$ cat config.mk
export PLATFORM = sky130hd
export DESIGN_NAME = sdm_capture
export DESIGN_NICKNAME = d
export VERILOG_FILES = /design/src/rtl/sdm_pkg.sv /design/src/rtl/sdm_sync.sv /design/src/rtl/sdm_clkdiv.sv /design/src/rtl/sdm_phase_lock.sv /design/src/rtl/sdm_capture.sv
export SDC_FILE = /design/constraint.sdc
export NUM_CORES = 1
export LEC_CHECK = 0
export ABC_CLOCK_PERIOD_IN_PS = 2500
export BUFFER_PORTS_ARGS = -buffer_cell sky130_fd_sc_hd__clkbuf_2
export CAP_MARGIN = 10
export CELL_PAD_IN_SITES_DETAIL_PLACEMENT = 0
export CELL_PAD_IN_SITES_GLOBAL_PLACEMENT = 1
export CORE_AREA = 2 2 55 62
export DETAILED_ROUTE_END_ITERATION = 16
export DIE_AREA = 0 0 57 64
export PLACE_DENSITY_LB_ADDON = 0.1
export SLEW_MARGIN = 10
export SYNTH_ARGS = -nofsm -noshare
export SYNTH_HDL_FRONTEND = slang
export SYNTH_SLANG_ARGS = --single-unit
$ cat constraint.sdc
create_clock -name clk -period 2.5 [get_ports clk]
set_input_delay 0.125 -clock clk [delete_from_list [all_inputs] [get_ports clk]]
set_output_delay 0.125 -clock clk [all_outputs]
set_load 0.02 [all_outputs]
$ cat src/rtl/sdm_pkg.sv
`timescale 1ns/1ps
package sdm_pkg;
  typedef enum logic {
    MODE_DRIVEN = 1'b0,
    MODE_FREE   = 1'b1
  } sdm_mode_e;
endpackage

$ cat src/rtl/sdm_sync.sv
`timescale 1ns/1ps
// Multi-stage flop synchronizer for asynchronous inputs.
module sdm_sync #(
  parameter int WIDTH  = 1,
  parameter int STAGES = 2
) (
  input  logic             clk,
  input  logic             rst,
  input  logic [WIDTH-1:0] d,
  output logic [WIDTH-1:0] q
);
  for (genvar i = 0; i < STAGES; i++) begin : g_stage
    logic [WIDTH-1:0] r;
    if (i == 0) begin : g_first
      always_ff @(posedge clk) begin
        if (rst) r <= '0;
        else     r <= d;
      end
    end else begin : g_next
      always_ff @(posedge clk) begin
        if (rst) r <= '0;
        else     r <= g_stage[i-1].r;
      end
    end
  end

  assign q = g_stage[STAGES-1].r;
endmodule

$ cat src/rtl/sdm_clkdiv.sv
`timescale 1ns/1ps
// Divides the system clock into the modulator clock; flags the edge at
// which the divided clock falls, the point where data is sampled.
module sdm_clkdiv #(
  parameter int DIV_HALF = 2
) (
  input  logic clk,
  input  logic rst,
  input  logic en,
  output logic clk_out,
  output logic fall_stb
);
  localparam int CW = (DIV_HALF > 1) ? $clog2(DIV_HALF) : 1;

  logic [CW-1:0] cnt;
  logic          clk_q;
  logic          term;

  assign term = (cnt == CW'(DIV_HALF - 1));

  always_ff @(posedge clk) begin
    if (rst || !en) begin
      cnt   <= '0;
      clk_q <= 1'b0;
    end else if (term) begin
      cnt   <= '0;
      clk_q <= ~clk_q;
    end else begin
      cnt <= cnt + 1'b1;
    end
  end

  assign clk_out  = clk_q;
  assign fall_stb = en && term && clk_q;
endmodule

$ cat src/rtl/sdm_phase_lock.sv
`timescale 1ns/1ps
// Counts data changes per sampling phase over a window of samples and
// selects the phase that changes least; passes samples of that phase.
module sdm_phase_lock #(
  parameter int WIN = 16
) (
  input  logic clk,
  input  logic rst,
  input  logic stb,
  input  logic din,
  output logic out_stb,
  output logic out_bit
);
  localparam int CW = $clog2(WIN + 1);
  localparam int IW = (WIN > 1) ? $clog2(WIN) : 1;

  logic          phase;
  logic          last_bit;
  logic          locked;
  logic          sel;
  logic [CW-1:0] cnt_p0;
  logic [CW-1:0] cnt_p1;
  logic [IW-1:0] widx;
  logic          chg;
  logic [CW-1:0] n0;
  logic [CW-1:0] n1;
  logic          win_end;

  always_comb begin
    chg     = din ^ last_bit;
    n0      = cnt_p0 + CW'(chg && !phase);
    n1      = cnt_p1 + CW'(chg && phase);
    win_end = (widx == IW'(WIN - 1));
    out_stb = stb && locked && (phase == sel);
    out_bit = din;
  end

  always_ff @(posedge clk) begin
    if (rst) begin
      phase    <= 1'b0;
      last_bit <= 1'b0;
      locked   <= 1'b0;
      sel      <= 1'b0;
      cnt_p0   <= '0;
      cnt_p1   <= '0;
      widx     <= '0;
    end else if (stb) begin
      last_bit <= din;
      phase    <= ~phase;
      if (win_end) begin
        widx   <= '0;
        cnt_p0 <= '0;
        cnt_p1 <= '0;
        if (n0 < n1) begin
          sel    <= 1'b0;
          locked <= 1'b1;
        end else if (n1 < n0) begin
          sel    <= 1'b1;
          locked <= 1'b1;
        end
      end else begin
        widx   <= widx + 1'b1;
        cnt_p0 <= n0;
        cnt_p1 <= n1;
      end
    end
  end
endmodule

$ cat src/rtl/sdm_capture.sv
`timescale 1ns/1ps
module sdm_capture
  import sdm_pkg::*;
#(
  parameter int DIV_HALF    = 2,
  parameter int WIN         = 16,
  parameter int SYNC_STAGES = 2
) (
  input  logic clk,
  input  logic rst,
  input  logic mode_free,
  output logic mod_clk_out,
  input  logic mod_clk_in,
  input  logic mod_data_in,
  output logic bit_out,
  output logic bit_valid
);
  sdm_mode_e mode_q;
  logic      fall_stb;
  logic      lock_stb;
  logic      lock_bit;
  logic [1:0] syn;
  logic      clk_d;
  logic      free_rise;

  // Mode is only taken while reset is held.
  always_ff @(posedge clk) begin
    if (rst) mode_q <= sdm_mode_e'(mode_free);
  end

  sdm_clkdiv #(.DIV_HALF(DIV_HALF)) u_div (
    .clk      (clk),
    .rst      (rst),
    .en       (mode_q == MODE_DRIVEN),
    .clk_out  (mod_clk_out),
    .fall_stb (fall_stb)
  );

  sdm_phase_lock #(.WIN(WIN)) u_lock (
    .clk     (clk),
    .rst     (rst),
    .stb     (fall_stb),
    .din     (mod_data_in),
    .out_stb (lock_stb),
    .out_bit (lock_bit)
  );

  sdm_sync #(.WIDTH(2), .STAGES(SYNC_STAGES)) u_sync (
    .clk (clk),
    .rst (rst),
    .d   ({mod_clk_in, mod_data_in}),
    .q   (syn)
  );

  always_ff @(posedge clk) begin
    if (rst) clk_d <= 1'b0;
    else     clk_d <= syn[1];
  end

  assign free_rise = syn[1] && !clk_d;

  always_ff @(posedge clk) begin
    if (rst) begin
      bit_valid <= 1'b0;
      bit_out   <= 1'b0;
    end else if (mode_q == MODE_FREE) begin
      bit_valid <= free_rise;
      if (free_rise) bit_out <= syn[0];
    end else begin
      bit_valid <= lock_stb;
      if (lock_stb) bit_out <= lock_bit;
    end
  end
endmodule

### Word level (Yosys, flattened, before mapping)

Index checks and enable logic that the tools add are counted.

| storage, ports and cells | value |
|---|---|
| word-level logic and storage cells | 53 |
| input bits | 5 |
| output and inout bits | 3 |
| register bits | 28 |

| operators by class | value |
|---|---|
| mux-type cells | 10 |
| order comparisons | 2 |
| add/sub/neg operators | 4 |
| bitwise operators | 4 |
| eq/ne operators | 3 |
| reductions and logical operators | 15 |

Operator list:

| operator | number |
|---|---|
| 5-bit by 1-bit adder with 5-bit output | 2 |
| 5-bit less-than comparator | 2 |
| 5-bit 2-to-1 mux | 2 |
| 1-bit logical AND | 7 |
| 1-bit 2-to-1 mux | 7 |
| 4-bit by 1-bit adder with 4-bit output (second input constant) | 1 |
| 4-bit == test (second input constant) | 1 |
| 4-bit 2-to-1 mux | 1 |
| 2-bit nonzero test | 2 |
| 1-bit inverter | 3 |
| 3-bit AND reduction | 1 |
| 1-bit logical NOT | 2 |
| 2-bit by 1-bit inequality test with 1-bit output (second input constant) | 1 |
| 2-bit AND reduction | 1 |
| 2-bit OR reduction | 1 |
| 1-bit adder (second input constant) | 1 |
| 1-bit == test | 1 |
| 1-bit logical OR | 1 |
| 1-bit XOR | 1 |

### Longest topological paths before layout

Gate-level depths: netlist (run 1).

| logic depth | value |
|---|---|
| word-level depth | 7 |
| depth in mapped cells | 11 |
| mapped depth without buffers | 11 |

### Hierarchy

A second synthesis (run 1) with hierarchy kept.

| unflattened totals | value |
|---|---|
| cell total of the unflattened synthesis | 140 |
| area, all modules | 1333.8 um^2 |

By module, submodules not included:

| module | seq. area each (um^2) | cells an instance | times used | area each (um^2) |
|---|---|---|---|---|
| sdm_phase_lock | 360.3 | 112 | 1 | 1008.5 |
| sdm_capture | 90.1 | 13 | 1 | 150.1 |
| sdm_sync | 80.1 | 8 | 1 | 105.1 |
| sdm_clkdiv | 40.0 | 7 | 1 | 70.1 |

### Worst setup path after synthesis (run 1)

Ideal clock, no wire load.

| path | value |
|---|---|
| kind | reg2reg |
| from | register u_lock.last_bit |
| to | register u_lock.locked |
| arrival | 2094 ps |
| period minus slack after synthesis | 2227 ps |
| required time | 2367 ps |
| buffers on the path | 0 |
| setup time | 133 ps |
| path slack | 273 ps |
| stages on the path, launching flop included | 12 |
| cell sequence | dfxtp_1 -> xnor2_1 -> nor2b_1 -> ha_1 -> ha_1 -> nand3_1 -> xnor2_1 -> ha_1 -> nand3_1 -> or2_2 -> a211oi_1 -> nor3_1 |

| on the way | value |
|---|---|
| longest elaborated chain between the ends | 6 |
| elaborated cells on any way between the ends | 10 |
| classes of those cells | add/sub (2); order compare (2); mux (1); bitwise (1); reduce/logical (4) |

RTL lines:

| element | line | text |
|---|---|---|
| start, declared | sdm_phase_lock.sv:18 | `logic last_bit;` |
| start signal, assigned | sdm_phase_lock.sv:48 | `last_bit <= din;` |
| 1-bit XOR * | sdm_phase_lock.sv:30 | `chg = din ^ last_bit;` |
| 1-bit logical AND, on equally long branches | sdm_phase_lock.sv:32, sdm_phase_lock.sv:31 |  |
| 5-bit by 1-bit adder with 5-bit output, on equally long branches | sdm_phase_lock.sv:32, sdm_phase_lock.sv:31 |  |
| 5-bit less-than comparator, on equally long branches | sdm_phase_lock.sv:57, sdm_phase_lock.sv:54 |  |
| 2-bit nonzero test (no line) | - |  |
| 3-bit AND reduction (no line) | - |  |
| end signal, assigned | sdm_phase_lock.sv:42 | `locked <= 1'b0;` |
| end signal, assigned | sdm_phase_lock.sv:56 | `locked <= 1'b1;` |
| end signal, assigned | sdm_phase_lock.sv:59 | `locked <= 1'b1;` |
| end, declared | sdm_phase_lock.sv:19 | `logic locked;` |

Every way passes the cells marked *; elsewhere a longest branch is shown, timed or not.
A chain may end at the register's enable or synchronous reset.

### Worst setup path after layout (run 1)

Ends and elaborated chain as after synthesis.

==> reports/results.ini, run 1 <==
[run_status]
status=complete, no violations

[power_and_ir_drop]
ir_worst_vdd_mv=0.350
leakagePower_nw=0.580
power_density_nw_per_um2=538

[sta]
fmax_mhz=430
worst_pin_slew_ps=629
fin_crit_sh=0.930
slew_viol_final=0
holdWs_ps=40.9
fin_skew_ps=5.35
max-slew-margin-rel=0.580
finalHoldViolations=0
setup_viol=0
fin_crit_ps=2330

[floorplanning]
die-area_um2=3650
die_y_um=64
io_pins=8
core_um2=3000
die_x_um=57
rows=21
initial_utilization=0.434

[global_route]
grt_max_degree=31
grt.total_usage=0.145
grt_pass1_wl_um=4140
first_global_vias=932
grt_overflow=0
antenna_found_initial=0

[route]
drc=0
drt-vias-per-instance=5.40
drt_iter0_drc=29
first_pass_iters=4
vias=956
wl_per_cell_um=13.6
routed_wl_um=2400
ant_nets=0

[worst_setup_path]
endpoint_kind=flop
worstRegToRegCells=11
cp_max_fo=4
r2r-end=u_lock.locked
critical_path_required_ps=2710
r2r_setup_slack_ps=170
r2r_start=u_lock.last_bit
crit_type=reg2reg
cp.arrival_ps=2540
cp-start-kind=flop

[cells_and_area]
drive_gt1_frac=0.217
stdcell_count=177
syn_to_final_growth_pct=14.4
nNetsFinal=159
fin_area_um2=1490
antenna_cells=0

[logic_synthesis]
yosysSeqAreaShare=0.438
synth_warnings=0
synth_top_area_cell=dfxtp_1
postSynthAreaPerCell_um2=9.78
synthFlopType=dfxtp_1
synth.distinct_cells=35
synth.most_common_cell=dfxtp_1
async_reset_ff_frac=0
synth_fp_nets=148
synth_edf_count=1
yosys-top-cells-count=dfxtp_1 (27), nor2_1 (13), ha_1 (10)
synth_cells=133
synth_area_leaders=dfxtp_1 (42%), ha_1 (9.6%), xnor2_1 (4.7%), nor2_1 (3.8%), a22oi_1 (3.5%)
ys_ff_latch=28
syn_area_um2=1300
yosysTopAreaCellShare=0.415

[clocking]
numCtsBuffers=3
cts_max_path_buffers=2
tritoncts=done
clock_latency_ps=340
ctsRootBufferMaster=clkbuf_4
clk_transition_reported_paths_ps=150
cts.sinks=28
cts.htree.levels=1

[placed_design]
dp.final_hpwl_um=1600
place_inst=169
portBuffers=7
dpl-instance-area_um2=1350
gp_congestion=0.679

[hold_path]
hold_path_end=u_lock.last_bit
whs_path_depth=3
min_path_type=in2reg
min_from=mod_data_in

[run]
max-cap-violations=0

## worst max path at each step
stage               cells after the start       endpoint  slack (ps)       startpoint
floorplan                              11  u_lock.locked         270  u_lock.last_bit
global placement                       11  u_lock.locked          80  u_lock.last_bit
detailed placement                     11  u_lock.locked          70  u_lock.last_bit
CTS                                    11  u_lock.locked          30  u_lock.last_bit
global route                           11  u_lock.locked         -40  u_lock.last_bit
finish                                 11  u_lock.locked         170  u_lock.last_bit
## placed cells by master (no fill, tap or decap), drive strengths merged, types with 3 or more instances in the layout
cell type  count
nor3           5
clkbuf        10
a22oi          6
nand3          5
nor2b          6
xnor2          7
xor2           5
inv            3
nand3b         5
nor2          14
nand2          8
dfxtp         27
buf            3
a21oi          8
ha            10
## through the flow
step	worst slack (ps)	power, mW	utilization	TNS [ps]
after detailed placement	66.5	0.507	0.451	0
after CTS	29.1	0.809	0.475	0
after floorplan	273	0.496	-	0
final	174	0.802	0.497	0
after global placement	83.5	0.506	0.451	0
after global routing	-35.3	0.834	0.497	-35.3
## cell families (layout without fill, tap and decap cells)
family | count (synthesis) | after routing | share of synthesized area
muxes | 2 | 2 | 0.0163
DFF | 28 | 28 | 0.438
buffers and inverters | 9 | 19 | 0.0356
adders and majority gates | 10 | 10 | 0.0962
xor gates and xnor gates | 12 | 12 | 0.0808
and+or+nand+nor | 49 | 49 | 0.202
AOI/OAI and AO/OA | 23 | 23 | 0.131
## critical path, stage by stage (launching register included)
cell	delay [ps]
dfxtp_2	350
xnor2_1	130
nor2_1	100
ha_1	190
ha_2	220
nand3_1	120
xor2_2	180
ha_1	300
nand3_1	90
or2_4	260
a211oi_2	190
nor3_1	70
## what timing repair did
action | 4_1_cts | 5_1_grt
hold buffers | 2 | 0
setup endpoints to repair | 0 | 2
buffers inserted | 0 | 2
gates resized for setup | 0 | 11
hold endpoints to repair | 2 | 0
## flip-flops by register name, indices dropped and copies added (netlist names), 2 cells and up
register and count:
u_lock.cnt_p1 5, u_sync.q 2, u_lock.cnt_p0 5, u_lock.widx 4, u_sync.g_stage.r 2
## cell type report
type	instances	area [µm²]
sequential	28	572
multi-input combinational	96	733
inverter	3	11.3
tap	34	42.5
clock inverter	1	30.0
clock buffer	3	22.5
timing repair buffer	12	77.6
fill	304	1510
## power breakdown
group	total [mW]	internal (mW)	switching (mW)
Sequential	0.462	0.457	0.00536
Clock	0.301	0.162	0.138
Combinational	0.0389	0.0182	0.0207
## routing by layer
layer	up-vias	wire (µm)	track usage
li1	483	-	-
met1	458	1170	0.195
met2	10	1130	0.227
met3	5	53	0.0243
met4	0	45	0.0610
met5	-	0	0
No activity file was read; power rests on OpenSTA's default activity.
==> inputs of run 2 (changes only) <==
--- a/config.mk
+++ b/config.mk
@@ -5,14 +5,14 @@
 export SDC_FILE = /design/constraint.sdc
 export NUM_CORES = 1
 export LEC_CHECK = 0
-export ABC_CLOCK_PERIOD_IN_PS = 2500
+export ABC_CLOCK_PERIOD_IN_PS = 2000
 export BUFFER_PORTS_ARGS = -buffer_cell sky130_fd_sc_hd__clkbuf_2
 export CAP_MARGIN = 10
 export CELL_PAD_IN_SITES_DETAIL_PLACEMENT = 0
 export CELL_PAD_IN_SITES_GLOBAL_PLACEMENT = 1
-export CORE_AREA = 2 2 55 62
+export CORE_AREA = 2 2 57 65
 export DETAILED_ROUTE_END_ITERATION = 16
-export DIE_AREA = 0 0 57 64
+export DIE_AREA = 0 0 59 67
 export PLACE_DENSITY_LB_ADDON = 0.1
 export SLEW_MARGIN = 10
 export SYNTH_ARGS = -nofsm -noshare
==> constraint.sdc (replaced) <==
create_clock -name clk -period 2 [get_ports clk]
set_input_delay 0.1 -clock clk [delete_from_list [all_inputs] [get_ports clk]]
set_output_delay 0.1 -clock clk [all_outputs]
set_load 0.02 [all_outputs]
==> run 2 against run 1 <==
Net effect:
- the run now ends with setup timing left
- clock power fell by 9.3%
- sequential power rose by 25%
- count of clock-buffer cells in the layout rose by 1
- flip-flop and latch count did not move
- utilization fell by 0.36 points
- design area rose by 7.6%
- non-clock buffer count rose by 9
- wire length rose by 5.0%
- final cell count rose by 6.2%
- via count rose by 2.2%
- combinational power rose by 37%
- total power rose by 13%
- largest cell class unchanged
- largest power group unchanged
==> reports/results.ini, run 2 (synthesis results as in run 1) <==
[worst_setup_path]
crit_type=reg2reg
r2r-end=u_lock.sel
r2r_setup_slack_ps=-250  ; -420 ps
cpPeakStageDelay_ps=360  ; about the same
cp.arrival_ps=2510  ; -30 ps
r2r_start=u_lock.last_bit
worstRegToRegCells=11  ; unchanged
cp-start-kind=flop
cp_max_fo=4  ; unchanged
critical_path_required_ps=2260  ; -450 ps
endpoint_kind=flop
crit_chain=xnor2_2, nor2_2, ha_2, ha_4, nand3_4, xor2_2, ha_1, nand3_2, or2_4, a21bo_1, a21oi_2
slowest_stage=dfxtp_2

[global_route]
grt_max_degree=31  ; unchanged
grt.total_usage=0.148  ; +0.00319
grt_overflow=0  ; unchanged
antenna_found_initial=0  ; unchanged
first_global_vias=993  ; +6.5%
grt_pass1_wl_um=4460  ; +7.7%

[run_status]
status=finished with violations
violations=setup timing

[cells_and_area]
stdcell_count=188  ; +6.2%
nNetsFinal=168  ; +5.7%
drive_gt1_frac=0.309  ; +0.0924
register_area_um2=572  ; unchanged
utilization=0.493  ; -0.00363
final_cell_mix=dfxtp_1 (26), nor2_1 (12), buf_4 (12), nand2_1 (8), clkbuf_2 (7)
syn_to_final_growth_pct=23.2
mostFrequentLayoutCell=dfxtp_1
nFillCells=327  ; +7.6%
antenna_cells=0  ; unchanged
reg_top3=u_lock.cnt_p0 x5, u_lock.cnt_p1 x5, u_lock.widx x4
multi_input_area_um2=793  ; +8.2%

[clocking]
numCtsBuffers=3  ; unchanged
clk_transition_reported_paths_ps=150  ; about the same
cts.sinks=28  ; unchanged
cts_max_path_buffers=2  ; unchanged
tritoncts=done
cts.htree.levels=1  ; unchanged
ctsRootBufferMaster=clkbuf_4
clock_latency_ps=320  ; -20 ps

[floorplanning]
die_x_um=59  ; +3.5%
core_um2=3250  ; +8.4%
die_y_um=67  ; +4.7%
initial_utilization=0.401  ; -0.0338
io_pins=8  ; unchanged
die-area_um2=3950  ; +8.4%
rows=22  ; +4.8%

[sta]
setup_tns_ps=-458  ; -458 ps
fin_crit_ps=2250  ; -76.2 ps
max-slew-margin-rel=0.582  ; +0.00161
finalHoldViolations=0  ; unchanged
fmax_mhz=445  ; +3.4%
fin_skew_ps=3.24  ; -2.11 ps
rsz0062_at_grt=yes
holdWs_ps=139  ; +97.7 ps
setup_slack_ps=-250  ; -424 ps
slew_viol_final=0  ; unchanged
setup_viol=2  ; +2
worst_pin_slew_ps=627  ; -2.41 ps
fin_crit_sh=1.12  ; +0.195

[placed_design]
place_ws_ps=-255  ; -322 ps
dp.final_hpwl_um=1690  ; +5.9%
portBuffers=7  ; unchanged
place_inst=176  ; +4.1%
gp_congestion=0.710  ; +4.6%

[route]
first_pass_iters=4  ; unchanged
ant_nets=0  ; unchanged
drt-vias-per-instance=5.20  ; -3.8%
drc=0  ; unchanged
routed_wl_um=2520  ; +5.0%
vias=977  ; +2.2%
drt_iter0_drc=40  ; +38%
wl_per_cell_um=13.4  ; -1.1%

[power_and_ir_drop]
ir_worst_vdd_mv=0.202  ; -42%
power_density_nw_per_um2=564  ; +4.7%
leakagePower_nw=0.637  ; +9.7%

[hold_path]
hold_path_end=u_sync.g_stage[0].r[0]
whs_path_depth=3  ; unchanged
min_path_type=in2reg
min_from=mod_data_in

[run]
max-cap-violations=0  ; unchanged

-- run 2: worst max path at each step --
stage / depth (start not counted) / end / from / slack (ps)
3_5_place_dp: 11 / u_lock.locked / u_lock.last_bit / -260
6_report: 11 / u_lock.sel / u_lock.last_bit / -250
5_1_grt: 11 / u_lock.sel / u_lock.last_bit / -380
4_1_cts: 11 / u_lock.locked / u_lock.last_bit / -240
3_3_place_gp: 11 / u_lock.locked / u_lock.last_bit / -200
2_1_floorplan: 11 / u_lock.locked / u_lock.last_bit / -60
-- run 2: final cells by class --
class | count | area share
repair buffers | 21 | 0.0906
clock buffers | 4 | 0.0226
multi-input cells | 96 | 0.495
well taps | 36 | 0.0281
flip-flops and latches | 28 | 0.357
inverters | 3 | 0.00703
-- run 2: critical path: cells and delay by family, from the launching register on --
kind	cells	cell delay (ps)
AOI/OAI and AO/OA	2	300
adders and majority gates	3	690
and+or+nand+nor	4	520
xor gates and xnor gates	2	310
DFF	1	360
-- run 2: timing repair --
item                                    in CTS  in global routing
resized for setup                            7                  4
pin swaps                                    2                  7
endpoints found under the hold margin        2                  0
hold buffers                                 2                  0
cloned                                       0                  0
endpoints found under the setup margin       2                  2
buffers inserted                             2                  4
-- run 2: power breakdown --
group / internal, mW / switching [mW]
clock network: 0.111 / 0.161
registers: 0.571 / 0.00661
logic: 0.0254 / 0.0279
total: 0.708 / 0.196
-- run 2: metal layers --
metal	GRT usage	wire length [µm]	vias to the layer above
met2	0.265	1260	5
met5	0	0	-
met3	0.0233	38	2
met1	0.175	1200	468
met4	0.0511	24	0
li1	-	-	502
-- run 2: metrics by stage --
| step | instance area, µm² | power [mW] |
|---|---|---|
| floorplan | 1350 | 0.622 |
| global placement | 1440 | 0.637 |
| detailed placement | 1440 | 0.638 |
| CTS | 1550 | 0.918 |
| global route | 1600 | 0.949 |
| finish | 1600 | 0.904 |
